File: config.mk
export PLATFORM = sky130hd
export DESIGN_NAME = cfgbank_top
export DESIGN_NICKNAME = d
export VERILOG_FILES = /design/src/rtl/cfgbank_pkg.sv /design/src/rtl/cfgbank_decode.sv /design/src/rtl/cfgbank_field_enc.sv /design/src/rtl/cfgbank_reg.sv /design/src/rtl/cfgbank_top.sv
export SDC_FILE = /design/constraint.sdc
export NUM_CORES = 1
export LEC_CHECK = 0
export BUFFER_PORTS_ARGS = -buffer_cell sky130_fd_sc_hd__buf_2
export CAP_MARGIN = 20
export CORE_UTILIZATION = 49
export CTS_CLUSTER_DIAMETER = 200
export DETAILED_ROUTE_END_ITERATION = 8
export PLACE_DENSITY = 0.76
export SLEW_MARGIN = 30
export SYNTH_ARGS = -nofsm -noshare
export SYNTH_HDL_FRONTEND = slang
export SYNTH_SLANG_ARGS = --single-unit
File: constraint.sdc
create_clock -name clk -period 4.7 [get_ports clk]
set_clock_uncertainty 0.05 [all_clocks]
set_input_delay 0.94 -clock clk [delete_from_list [all_inputs] [get_ports clk]]
set_output_delay 0.94 -clock clk [all_outputs]
set_load 0.005 [all_outputs]
File: src/rtl/cfgbank_pkg.sv
package cfgbank_pkg;
  localparam int REG_W = 16;
  localparam int BUS_W = 32;

  typedef struct packed {
    logic        valid;
    logic [7:0]  reg_idx;
    logic [3:0]  lo;
    logic [3:0]  hi;
    logic [15:0] on_code;
    logic [15:0] off_code;
  } fld_desc_t;

  // Field table: register index, bit span and the two preset codes.
  function automatic fld_desc_t fld_lookup(input int id);
    fld_desc_t d;
    d = '0;
    case (id)
      0: d = '{1'b1, 8'd1, 4'd13, 4'd13, 16'h0001, 16'h0000};
      1: d = '{1'b1, 8'd1, 4'd14, 4'd14, 16'h0001, 16'h0000};
      2: d = '{1'b1, 8'd2, 4'd0,  4'd1,  16'h0003, 16'h0002};
      3: d = '{1'b1, 8'd4, 4'd2,  4'd3,  16'h0003, 16'h0002};
      4: d = '{1'b1, 8'd7, 4'd0,  4'd15, 16'h1100, 16'h0188};
      default: d = '0;
    endcase
    return d;
  endfunction

  // Build a masked write word: mask for bits lo..hi placed 16 above.
  function automatic logic [BUS_W-1:0] fld_word(input fld_desc_t d, input logic on);
    logic [REG_W-1:0] m;
    logic [REG_W-1:0] code;
    for (int i = 0; i < REG_W; i++)
      m[i] = (i >= int'(d.lo)) && (i <= int'(d.hi));
    code = on ? d.on_code : d.off_code;
    return {m, (code << d.lo) & m};
  endfunction

  // Apply a masked write word to an old register value.
  function automatic logic [REG_W-1:0] masked_merge(input logic [REG_W-1:0] old_v,
                                                    input logic [BUS_W-1:0] word);
    return (old_v & ~word[BUS_W-1:REG_W]) | (word[REG_W-1:0] & word[BUS_W-1:REG_W]);
  endfunction
endpackage

File: src/rtl/cfgbank_decode.sv
module cfgbank_decode #(
  parameter int NUM_REGS = 8,
  parameter int ADDR_W   = 8
) (
  input  logic [ADDR_W-1:0]   addr,
  output logic [NUM_REGS-1:0] sel,
  output logic                hit
);
  localparam int IDX_W = ADDR_W - 2;
  logic [IDX_W-1:0] word_idx;

  assign word_idx = addr[ADDR_W-1:2];
  assign hit = (addr[1:0] == 2'b00) && (32'(word_idx) < 32'(NUM_REGS));

  for (genvar k = 0; k < NUM_REGS; k++) begin : g_sel
    assign sel[k] = hit && (32'(word_idx) == 32'(k));
  end
endmodule

File: src/rtl/cfgbank_field_enc.sv
module cfgbank_field_enc
  import cfgbank_pkg::*;
#(
  parameter int NUM_REGS = 8,
  parameter int FID_W    = 3
) (
  input  logic                req,
  input  logic [FID_W-1:0]    id,
  input  logic                on,
  output logic [NUM_REGS-1:0] sel,
  output logic [BUS_W-1:0]    word,
  output logic                valid
);
  fld_desc_t desc;

  assign desc  = fld_lookup(int'(id));
  assign valid = req && desc.valid && (32'(desc.reg_idx) < 32'(NUM_REGS));
  assign word  = fld_word(desc, on);

  for (genvar k = 0; k < NUM_REGS; k++) begin : g_sel
    assign sel[k] = valid && (32'(desc.reg_idx) == 32'(k));
  end
endmodule

File: src/rtl/cfgbank_reg.sv
module cfgbank_reg
  import cfgbank_pkg::*;
(
  input  logic             clk,
  input  logic             rst_n,
  input  logic             bus_we,
  input  logic [BUS_W-1:0] bus_word,
  input  logic             fld_we,
  input  logic [BUS_W-1:0] fld_word_i,
  output logic [REG_W-1:0] q
);
  logic [REG_W-1:0] after_bus;
  logic [REG_W-1:0] after_fld;

  // Bus write first, field write on top: field bits win on overlap.
  always_comb begin
    after_bus = bus_we ? masked_merge(q, bus_word) : q;
    after_fld = fld_we ? masked_merge(after_bus, fld_word_i) : after_bus;
  end

  always_ff @(posedge clk) begin
    if (!rst_n) q <= '0;
    else        q <= after_fld;
  end
endmodule

File: src/rtl/cfgbank_top.sv
module cfgbank_top
  import cfgbank_pkg::*;
#(
  parameter int NUM_REGS = 8,
  parameter int ADDR_W   = 8,
  parameter int FID_W    = 3
) (
  input  logic                      clk,
  input  logic                      rst_n,
  input  logic                      bus_wr,
  input  logic [ADDR_W-1:0]         bus_addr,
  input  logic [31:0]               bus_wdata,
  output logic [31:0]               bus_rdata,
  input  logic                      fld_req,
  input  logic [FID_W-1:0]          fld_id,
  input  logic                      fld_on,
  output logic [NUM_REGS*16-1:0]    ctrl_out
);
  logic [NUM_REGS-1:0] addr_sel;
  logic                addr_hit;
  logic [NUM_REGS-1:0] fld_sel;
  logic [BUS_W-1:0]    fld_word_w;
  logic                fld_valid;
  logic [REG_W-1:0]    reg_q [NUM_REGS];

  cfgbank_decode #(.NUM_REGS(NUM_REGS), .ADDR_W(ADDR_W)) dec_i (
    .addr(bus_addr), .sel(addr_sel), .hit(addr_hit)
  );

  cfgbank_field_enc #(.NUM_REGS(NUM_REGS), .FID_W(FID_W)) fenc_i (
    .req(fld_req), .id(fld_id), .on(fld_on),
    .sel(fld_sel), .word(fld_word_w), .valid(fld_valid)
  );

  for (genvar k = 0; k < NUM_REGS; k++) begin : g_reg
    cfgbank_reg reg_i (
      .clk(clk), .rst_n(rst_n),
      .bus_we(bus_wr && addr_sel[k]), .bus_word(bus_wdata),
      .fld_we(fld_sel[k]), .fld_word_i(fld_word_w),
      .q(reg_q[k])
    );
    assign ctrl_out[k*REG_W +: REG_W] = reg_q[k];
  end

  always_comb begin
    bus_rdata = '0;
    for (int k = 0; k < NUM_REGS; k++)
      if (addr_sel[k]) bus_rdata[REG_W-1:0] = reg_q[k];
  end
endmodule

==> flow_summary.toml, run 1 <==
[status]
status = "finished clean"

[flow_run]
drv_cap = 0

[clocking]
cts_sinks = 128
clockRootBuffer = "clkbuf_16"
insertion_delay_ns = 0.42
cts_max_level = 4
cts_setup_buffers = 0
cts_hold_buf = 0
cts_buffer_depth = 2
clk_pin_slew_ns = 0.05
cts_tree = "yes"
post_cts_resized = 0
cts_buffers = 17

[worst_setup_path]
ff2ff_setup_slack_ns = 3.61
critPathCaptureType = "primary output"
cp_max_fo = 25
cpPeakStageDelay_ns = 0.57
crit_start = "bus_addr[2]"
crit_path_cell_trace = "buf_2 -> buf_4 -> nor2b_1 -> and3_1 -> a32oi_1 -> o21ai_1 -> buf_2"
cp_slowest_cell = "buf_2"
cpLargestDelayFamily = "buffers and inverters"
crit_type = "input port to primary output"
reg2reg_from = "g_reg[1].reg_i.q[13]$_SDFF_PN0_"
critPathRequiredTime_ns = 3.71
crit_path_start_kind = "input port"
cp_data_arrival_time_ns = 3.11
critPathBufInv = 3
cp_common_cell = "buf_2"

[synthesis]
syn_avg_cell_area_um2 = 8.250
syn_inst = 884
ys.flop_type = "dfxtp_1"
yosysUniqueCellTypes = 47
ys_seq_area_share_pct = 35.13
async_reset_ff_share_pct = 0
yosys_warnings = 0
synth-edff-count = 0
ys_ff_latch = 128
synth_area_mm2 = 0.007293

[global_routing]
antenna_found_initial = 0
grt_max_degree = 68
grt-ovfl-total = 0
grt_usage_pct = 34.61
grt_pass1_vias = 6882
grt_first_pass_wirelength_mm = 39.02

[sta]
period_needed_ns = 4.102
hold_viol_final = 0
rsz0062_at_grt = "false"
tightestPinTransition_ns = 0.9901
setup_viol = 0
drv_slew = 0
fin_tns_setup_ns = 0
fin_hold_ws_ns = 0.4438
slew_headroom_pct = 33.99
finalCritPeriodShare_pct = 87.28
timing.fmax_mhz = 243.8

[place]
io_buffer_count = 191
dp_hpwl_mm = 17.93
gp_congestion = 1.006

[cells_and_area]
layout-drive-gt1-share_pct = 25.05
fin_nets = 1061
reg_top3 = "g.reg_i.q (128)"
regMostFlops = "g.reg_i.q"
syn_to_final_growth_pct = 18.15
largest_reg_flops = 128
num_antenna_cells = 0
final.fill_count = 1347

[floorplan]
die_h_um = 124
core_mm2 = 0.01453
die_area_mm2 = 0.01538
start_util_pct = 50.18
die_w_um = 124
num_io_pins = 208
rows = 44

[route]
drc = 0
antenna_left = 0
firstDrtPassIters = 6
wl_per_cell_um = 21.97
routed_via_density = 6.465
wirelength_mm = 26.59
dr_total_vias = 7823
initialDrtViolationCount = 1223

[power]
switching_share_pct = 24.86
sequentialPowerShare_pct = 41.1
netSwitchingPower_uw = 660.7
combPwrFrac_pct = 8.7
clkPwrFrac_pct = 50.1
power_density_mw_per_mm2 = 308.4
leakagePower_uw = 0.004129
p_int_uw = 1997
vdd_drop_max_mv = 0.2765

[hold_path]
worstHoldStart = "g_reg[4].reg_i.q[10]$_SDFF_PN0_"
hold_path_class = "flip-flop to flip-flop"
## cell usage in the layout (no fill, tap or decap), types with 4 or more instances in the layout
| master | synthesis | final |
|---|---|---|
| a221oi_1 | 10 | 10 |
| and3_1 | 21 | 21 |
| dfxtp_1 | 128 | 128 |
| o21ai_0 | 62 | 62 |
| buf_2 | 33 | 191 |
| nor3_2 | 9 | 9 |
| inv_1 | 22 | 21 |
| or4b_1 | 10 | 10 |
| nor2b_1 | 4 | 4 |
| and3b_1 | 16 | 16 |
| nand3_1 | 64 | 64 |
| or4bb_1 | 10 | 10 |
| clkbuf_16 | 0 | 17 |
| a31oi_1 | 6 | 6 |
| clkbuf_1 | 44 | 5 |
| buf_4 | 23 | 15 |
| nor2_1 | 84 | 83 |
| mux2i_1 | 87 | 87 |
| a21oi_1 | 71 | 71 |
| o211ai_1 | 12 | 12 |
| or3_1 | 4 | 4 |
| nand2_1 | 29 | 29 |
| conb_1 | 1 | 16 |
| o21ai_1 | 16 | 16 |
| clkbuf_8 | 0 | 5 |
| nand4_1 | 69 | 69 |
## power groups by stage
stage	clock network (uW)	logic [uW]	registers, uW
finish	1330	232	1090
global placement	0	219	1120
detailed placement	0	221	1120
global route	1390	244	1090
CTS	1330	222	1090
floorplan	0	155	1120
## cell type report
| cell class | instances | area [um2] | share of cell area (%) |
|---|---|---|---|
| Clock inverter | 5 | 75.07 | 0.8712 |
| Inverter | 22 | 82.58 | 0.9583 |
| Timing Repair Buffer | 206 | 1069 | 12.40 |
| Clock buffer | 27 | 513.0 | 5.953 |
| Sequential cell | 128 | 2562 | 29.74 |
| Multi-Input combinational cell | 638 | 4085 | 47.41 |
| Tap cell | 184 | 230.2 | 2.672 |
## metal layers
layer  GRT usage, %  wire length, um
met2          54.90            12250
met5              0                0
met4          17.41             1334
met1          43.95             9999
met3          7.967             3005
## worst paths after layout
check             cells past startpoint                         endpoint
setup reg to reg                      2  g_reg[1].reg_i.q[13]$_SDFF_PN0_
setup / recovery                      7                     bus_rdata[8]
hold / removal                        2  g_reg[4].reg_i.q[10]$_SDFF_PN0_
hold reg to reg                       2  g_reg[4].reg_i.q[10]$_SDFF_PN0_
## worst reg2reg max path, stage by stage (launching register included)
cell and delay, ns:
dfxtp_1 0.43, mux2i_1 0.20, a221oi_1 0.31
## through the flow
stage	cell area, um2	utilization, %	std cells	power, uW	setup WS (ns)
after CTS	8617	59.29	1210	2646	0.6876
after global placement	8029	55.24	1178	1335	0.7485
after global routing	8617	59.29	1210	2726	0.5354
after detailed placement	8029	55.24	1178	1337	0.6965
final	8617	59.29	1210	2658	0.5977
after floorplan	7350	-	899	1271	1.660
## kinds of logic (layout without fill, tap and decap cells)
group / Yosys count / in the layout / synth area share, %
muxes: 92 / 92 / 13.18
other: 1 / 16 / 0.05142
buffers and inverters: 133 / 260 / 9.727
and+or+nand+nor: 339 / 339 / 27.21
DFF: 128 / 128 / 35.13
AOI/OAI and AO/OA: 191 / 191 / 14.70
## cell usage after synthesis (2+ instances only)
cell | number | share of area [%]
buf_2 | 33 | 2.3
nor2_1 | 84 | 4.3
mux2_2 | 2 | 0.31
a21oi_1 | 71 | 4.9
a31oi_1 | 6 | 0.51
nand4_1 | 69 | 5.9
a221oi_1 | 10 | 1.2
buf_4 | 23 | 2.4
nand2_1 | 29 | 1.5
nor3_1 | 3 | 0.21
mux2i_1 | 87 | 12
o21ai_1 | 16 | 1.1
nand3_1 | 64 | 4.4
o211ai_1 | 12 | 1.2
a2bb2oi_1 | 3 | 0.36
nand2b_1 | 3 | 0.26
dfxtp_1 | 128 | 35
o21ai_0 | 62 | 4.3
inv_1 | 22 | 1.1
or4b_1 | 10 | 1.4
mux4_2 | 3 | 0.93
nor3_4 | 3 | 0.67
and3b_1 | 16 | 1.9
nor3_2 | 9 | 1.2
o21a_1 | 3 | 0.31
o22ai_1 | 2 | 0.17
nor2b_1 | 4 | 0.34
buf_6 | 11 | 1.7
clkbuf_1 | 44 | 2.3
or3_1 | 4 | 0.34
and3_1 | 21 | 1.8
or4bb_1 | 10 | 1.5
a32oi_1 | 3 | 0.36
No activity file was read; power rests on OpenSTA's default activity.
==> run 2: changes to the inputs <==
CTS_BUF_LIST = sky130_fd_sc_hd__clkbuf_4   (was default)
MAX_ROUTING_LAYER = met4   (was default)
==> flow_summary.toml, run 2 (same netlist as run 1, synthesis figures left out) <==
[route]
wl_per_cell_um = 21.61
firstDrtPassIters = 6
antenna_left = 0
wirelength_mm = 26.17
routed_via_density = 6.405
drc = 0
dr_total_vias = 7757
initialDrtViolationCount = 1109

[worst_setup_path]
critPathRequiredTime_ns = 3.71
cp_max_fo = 28
cp_data_arrival_time_ns = 3.13
reg2reg_from = "g_reg[1].reg_i.q[13]$_SDFF_PN0_"
cp_slowest_cell = "buf_2"
r2r-end = "g_reg[1].reg_i.q[13]$_SDFF_PN0_"
ff2ff_setup_slack_ns = 3.60
crit_path_cell_trace = "buf_2 -> buf_4 -> or4bb_1 -> o211ai_1 -> a221oi_1 -> o21ai_1 -> buf_2"
cp_common_cell = "buf_2"
worst_r2r_path_depth = 2
critPathCaptureType = "primary output"
crit_type = "input port to primary output"
crit_path_start_kind = "input port"
cpPeakStageDelay_ns = 0.45

[sta]
drv_slew = 0
fin_tns_setup_ns = 0
tightestPinTransition_ns = 0.9045
timing.fmax_mhz = 243.0
hold_viol_final = 0
setup_viol = 0
finalCritPeriodShare_pct = 87.57
rsz0062_at_grt = "false"
period_needed_ns = 4.116
slew_headroom_pct = 39.70

[floorplan]
rows = 44
start_util_pct = 50.18
die_h_um = 124
core_mm2 = 0.01453
num_io_pins = 208
die_w_um = 124
die_area_mm2 = 0.01538

[cells_and_area]
layout-drive-gt1-share_pct = 25.20
reg_top3 = "g.reg_i.q (128)"
final_cell_mix = "buf_2, dfxtp_1, mux2i_1"
syn_to_final_growth_pct = 13.79
regMostFlops = "g.reg_i.q"
utilization_pct = 57.10
final.fill_count = 1377
multi_input_area_mm2 = 0.004085
largest_reg_flops = 128
area.sequential_mm2 = 0.002562
fin_nets = 1060
final_common_cell = "buf_2"

[global_routing]
grt_max_degree = 68
antenna_found_initial = 3
grt_pass1_vias = 6819
grt-ovfl-total = 0
grt_usage_pct = 35.19
grt_first_pass_wirelength_mm = 39.05

[hold_path]
worstHoldStart = "g_reg[7].reg_i.q[4]$_SDFF_PN0_"
hold_path_class = "flip-flop to flip-flop"
hold-path-cell-count = 2
whs_endpoint = "g_reg[7].reg_i.q[4]$_SDFF_PN0_"

[clocking]
cts_tree = "yes"
cts_buffer_depth = 2
post_cts_resized = 0
cts_max_level = 4
cts_hold_buf = 0
cts_buffers = 17
cts_setup_buffers = 0
insertion_delay_ns = 0.54
cts_sinks = 128
clockRootBuffer = "clkbuf_4"
clk_pin_slew_ns = 0.11

[flow_run]
drv_cap = 0

[power]
netSwitchingPower_uw = 584.9
power_density_mw_per_mm2 = 249.0
vdd_drop_max_mv = 0.1769
leakagePower_uw = 0.003989
combPwrFrac_pct = 11.2
clkPwrFrac_pct = 35.9
switching_share_pct = 28.31
p_int_uw = 1481
sequentialPowerShare_pct = 52.8

[place]
gp_congestion = 1.016
io_buffer_count = 191
dp_hpwl_mm = 17.94

[status]
status = "finished clean"
[run 2: worst max-delay path by stage]
stage | from | end | cells after the start
floorplan | bus_addr[3] | bus_rdata[1] | 6
global placement | bus_addr[2] | bus_rdata[0] | 7
detailed placement | bus_addr[2] | bus_rdata[0] | 7
CTS | bus_addr[2] | bus_rdata[0] | 7
global route | bus_addr[2] | bus_rdata[7] | 7
finish | bus_addr[2] | bus_rdata[7] | 7
[run 2: routing by layer]
layer / global-route usage, % / part of all wire [%] / vias to the layer above
li1: - / - / 3460
met1: 44.19 / 39 / 3661
met2: 55.66 / 47 / 569
met3: 6.502 / 11 / 67
met4: 14.36 / 3.3 / 0
met5: - / 0 / -
[run 2: power by group through the flow]
stage | sequential (uW) | combinational, uW | clock (uW)
CTS | 1090 | 222 | 746
floorplan | 1120 | 155 | 0
global placement | 1120 | 220 | 0
detailed placement | 1120 | 221 | 0
finish | 1090 | 232 | 742
global route | 1090 | 244 | 795
[run 2: worst max-delay path: cells and delay by family]
kind,cells,cell delay (ns)
compound gates,3,0.73
buf+inv,3,1.01
simple gates,1,0.42
[run 2: cell type report]
| class | instances | share of cell area (%) |
|---|---|---|
| Multi-Input combinational cell | 638 | 49.22 |
| Sequential cell | 128 | 30.88 |
| Timing Repair Buffer | 205 | 12.94 |
| Tap cell | 184 | 2.774 |
| Clock buffer | 22 | 1.990 |
| Clock inverter | 9 | 1.116 |
| Inverter | 22 | 0.9950 |
| Antenna cell | 3 | 0.09046 |
[run 2: through the flow]
step	cell area [um2]	setup slack [ns]	instances	total power, uW	hold WS [ns]
6_report	8299	0.5844	1211	2066	0.4547
5_1_grt	8299	0.5635	1211	2131	0.4693
4_1_cts	8292	0.7835	1208	2059	0.4537
3_5_place_dp	8034	0.7717	1177	1338	0.4346
3_3_place_gp	8034	0.8253	1177	1336	0.4295
2_1_floorplan	7350	1.660	899	1271	0.4300
==> run 3: changes to the inputs <==
BUFFER_PORTS_ARGS = -buffer_cell sky130_fd_sc_hd__buf_4   (was -buffer_cell sky130_fd_sc_hd__buf_2)
clock period = 4 ns   (was 4.7 ns; I/O delays follow)
==> flow_summary.toml, run 3 (same netlist as run 1, synthesis figures left out) <==
[worst_setup_path]
r2r-end = "g_reg[1].reg_i.q[13]$_SDFF_PN0_"
critPathRequiredTime_ns = 3.15
crit_type = "input port to primary output"
worst_r2r_path_depth = 2
critPathCaptureType = "primary output"
cp_max_fo = 39
cp_data_arrival_time_ns = 2.65
ff2ff_setup_slack_ns = 3.07
reg2reg_from = "g_reg[1].reg_i.q[13]$_SDFF_PN0_"
crit_path_start_kind = "input port"

[cells_and_area]
fin_cells = 1212
num_antenna_cells = 0
syn_to_final_growth_pct = 21.65
reg_top3 = "g.reg_i.q (128)"
largest_reg_flops = 128
final_cell_mix = "buf_4, dfxtp_1, mux2i_1"
fin_nets = 1063
regMostFlops = "g.reg_i.q"
layout-drive-gt1-share_pct = 25.29
final_common_cell = "buf_4"

[route]
dr_total_vias = 7827
initialDrtViolationCount = 1158
firstDrtPassIters = 7
drc = 0
routed_via_density = 6.458
antenna_left = 0
wirelength_mm = 26.45
wl_per_cell_um = 21.82

[hold_path]
worstHoldStart = "g_reg[7].reg_i.q[6]$_SDFF_PN0_"
hold_path_class = "flip-flop to flip-flop"
hold-path-cell-count = 2
whs_endpoint = "g_reg[7].reg_i.q[6]$_SDFF_PN0_"

[sta]
period_needed_ns = 3.498
fin_tns_setup_ns = 0
drv_slew = 0
setup_viol = 0
rsz0062_at_grt = "false"
tightestPinTransition_ns = 0.9505
hold_viol_final = 0
finalCritPeriodShare_pct = 87.45
slew_headroom_pct = 36.63
timing.fmax_mhz = 285.9

[clocking]
cts_sinks = 128
cts_buffers = 17
cts_setup_buffers = 0
cts_buffer_depth = 2
post_cts_resized = 0
clk_pin_slew_ns = 0.11
cts_tree = "yes"
insertion_delay_ns = 0.56
clockRootBuffer = "clkbuf_4"
cts_max_level = 4
cts_hold_buf = 0

[global_routing]
grt_usage_pct = 35.48
grt_max_degree = 66
grt_pass1_vias = 6970
antenna_found_initial = 0
grt-ovfl-total = 0
grt_first_pass_wirelength_mm = 39.27

[floorplan]
core_mm2 = 0.01453
die_area_mm2 = 0.01538
num_io_pins = 208
rows = 44
die_w_um = 124
start_util_pct = 50.18
die_h_um = 124

[place]
dp.cells = 1180
gp_congestion = 0.9822
dp_hpwl_mm = 18.15
io_buffer_count = 191

[flow_run]
drv_cap = 0

[status]
status = "finished clean"

[power]
power_density_mw_per_mm2 = 295.4
leakagePower_uw = 0.004053
vdd_drop_max_mv = 0.2658
[run 3: cell count changes in the layout (fill, tap and decap cells not counted), sizes merged]
cell | previous run | this run
bufinv | 2 | 5
clkinvlp | 0 | 1
diode | 3 | 0
clkbuf | 22 | 17
buf | 205 | 208
clkinv | 7 | 9
[run 3: layout make-up]
cell class                      count  area, um2
Tap cell                          184      230.2
Multi-Input combinational cell    638       4085
Inverter                           22      82.58
Clock buffer                       17      127.6
Sequential cell                   128       2562
Timing Repair Buffer              208       1587
Clock inverter                     15      197.7
Fill cell                        1295       5662
[run 3: worst max-delay path: stages]
cell and delay (ns):
buf_4 0.33, nor2b_1 0.21, and3_1 0.73, a32oi_1 0.20
o21ai_1 0.20, buf_4 0.17
[run 3: stage by stage]
stage | instance area [um2] | total power [uW] | worst slack [ns] | utilization, % | hold slack (ns)
finish | 8872 | 2621 | 0.5020 | 61.05 | 0.4615
global route | 8872 | 2705 | 0.4327 | 61.05 | 0.4511
CTS | 8872 | 2609 | 0.6012 | 61.05 | 0.4501
detailed placement | 8547 | 1593 | 0.6105 | 58.81 | 0.4406
global placement | 8547 | 1590 | 0.6273 | 58.81 | 0.4338
floorplan | 7350 | 1493 | 1.240 | - | 0.4300
[run 3: worst max path at each step]
stage	from	to	cells after the start
floorplan	bus_addr[3]	bus_rdata[1]	6
global placement	bus_addr[2]	bus_rdata[2]	7
detailed placement	bus_addr[2]	bus_rdata[2]	7
CTS	bus_addr[3]	bus_rdata[15]	6
global route	bus_addr[3]	bus_rdata[15]	6
finish	bus_addr[3]	bus_rdata[15]	6
[run 3: metal layers]
metal / wire length [um] / global-route usage [%] / up-vias
li1: - / - / 3473
met1: 10390 / 45.18 / 3678
met2: 11890 / 52.71 / 576
met3: 2756 / 6.593 / 100
met4: 1416 / 20.09 / 0
met5: 0 / - / -
[run 3: power breakdown]
group	total [uW]	internal [uW]	switching (uW)	leakage (uW)
registers	1280	1280	4.87	0.00103
logic	292	87.9	205	0.00285
clock network	1050	544	501	0.000175
total	2620	1910	711	0.00405
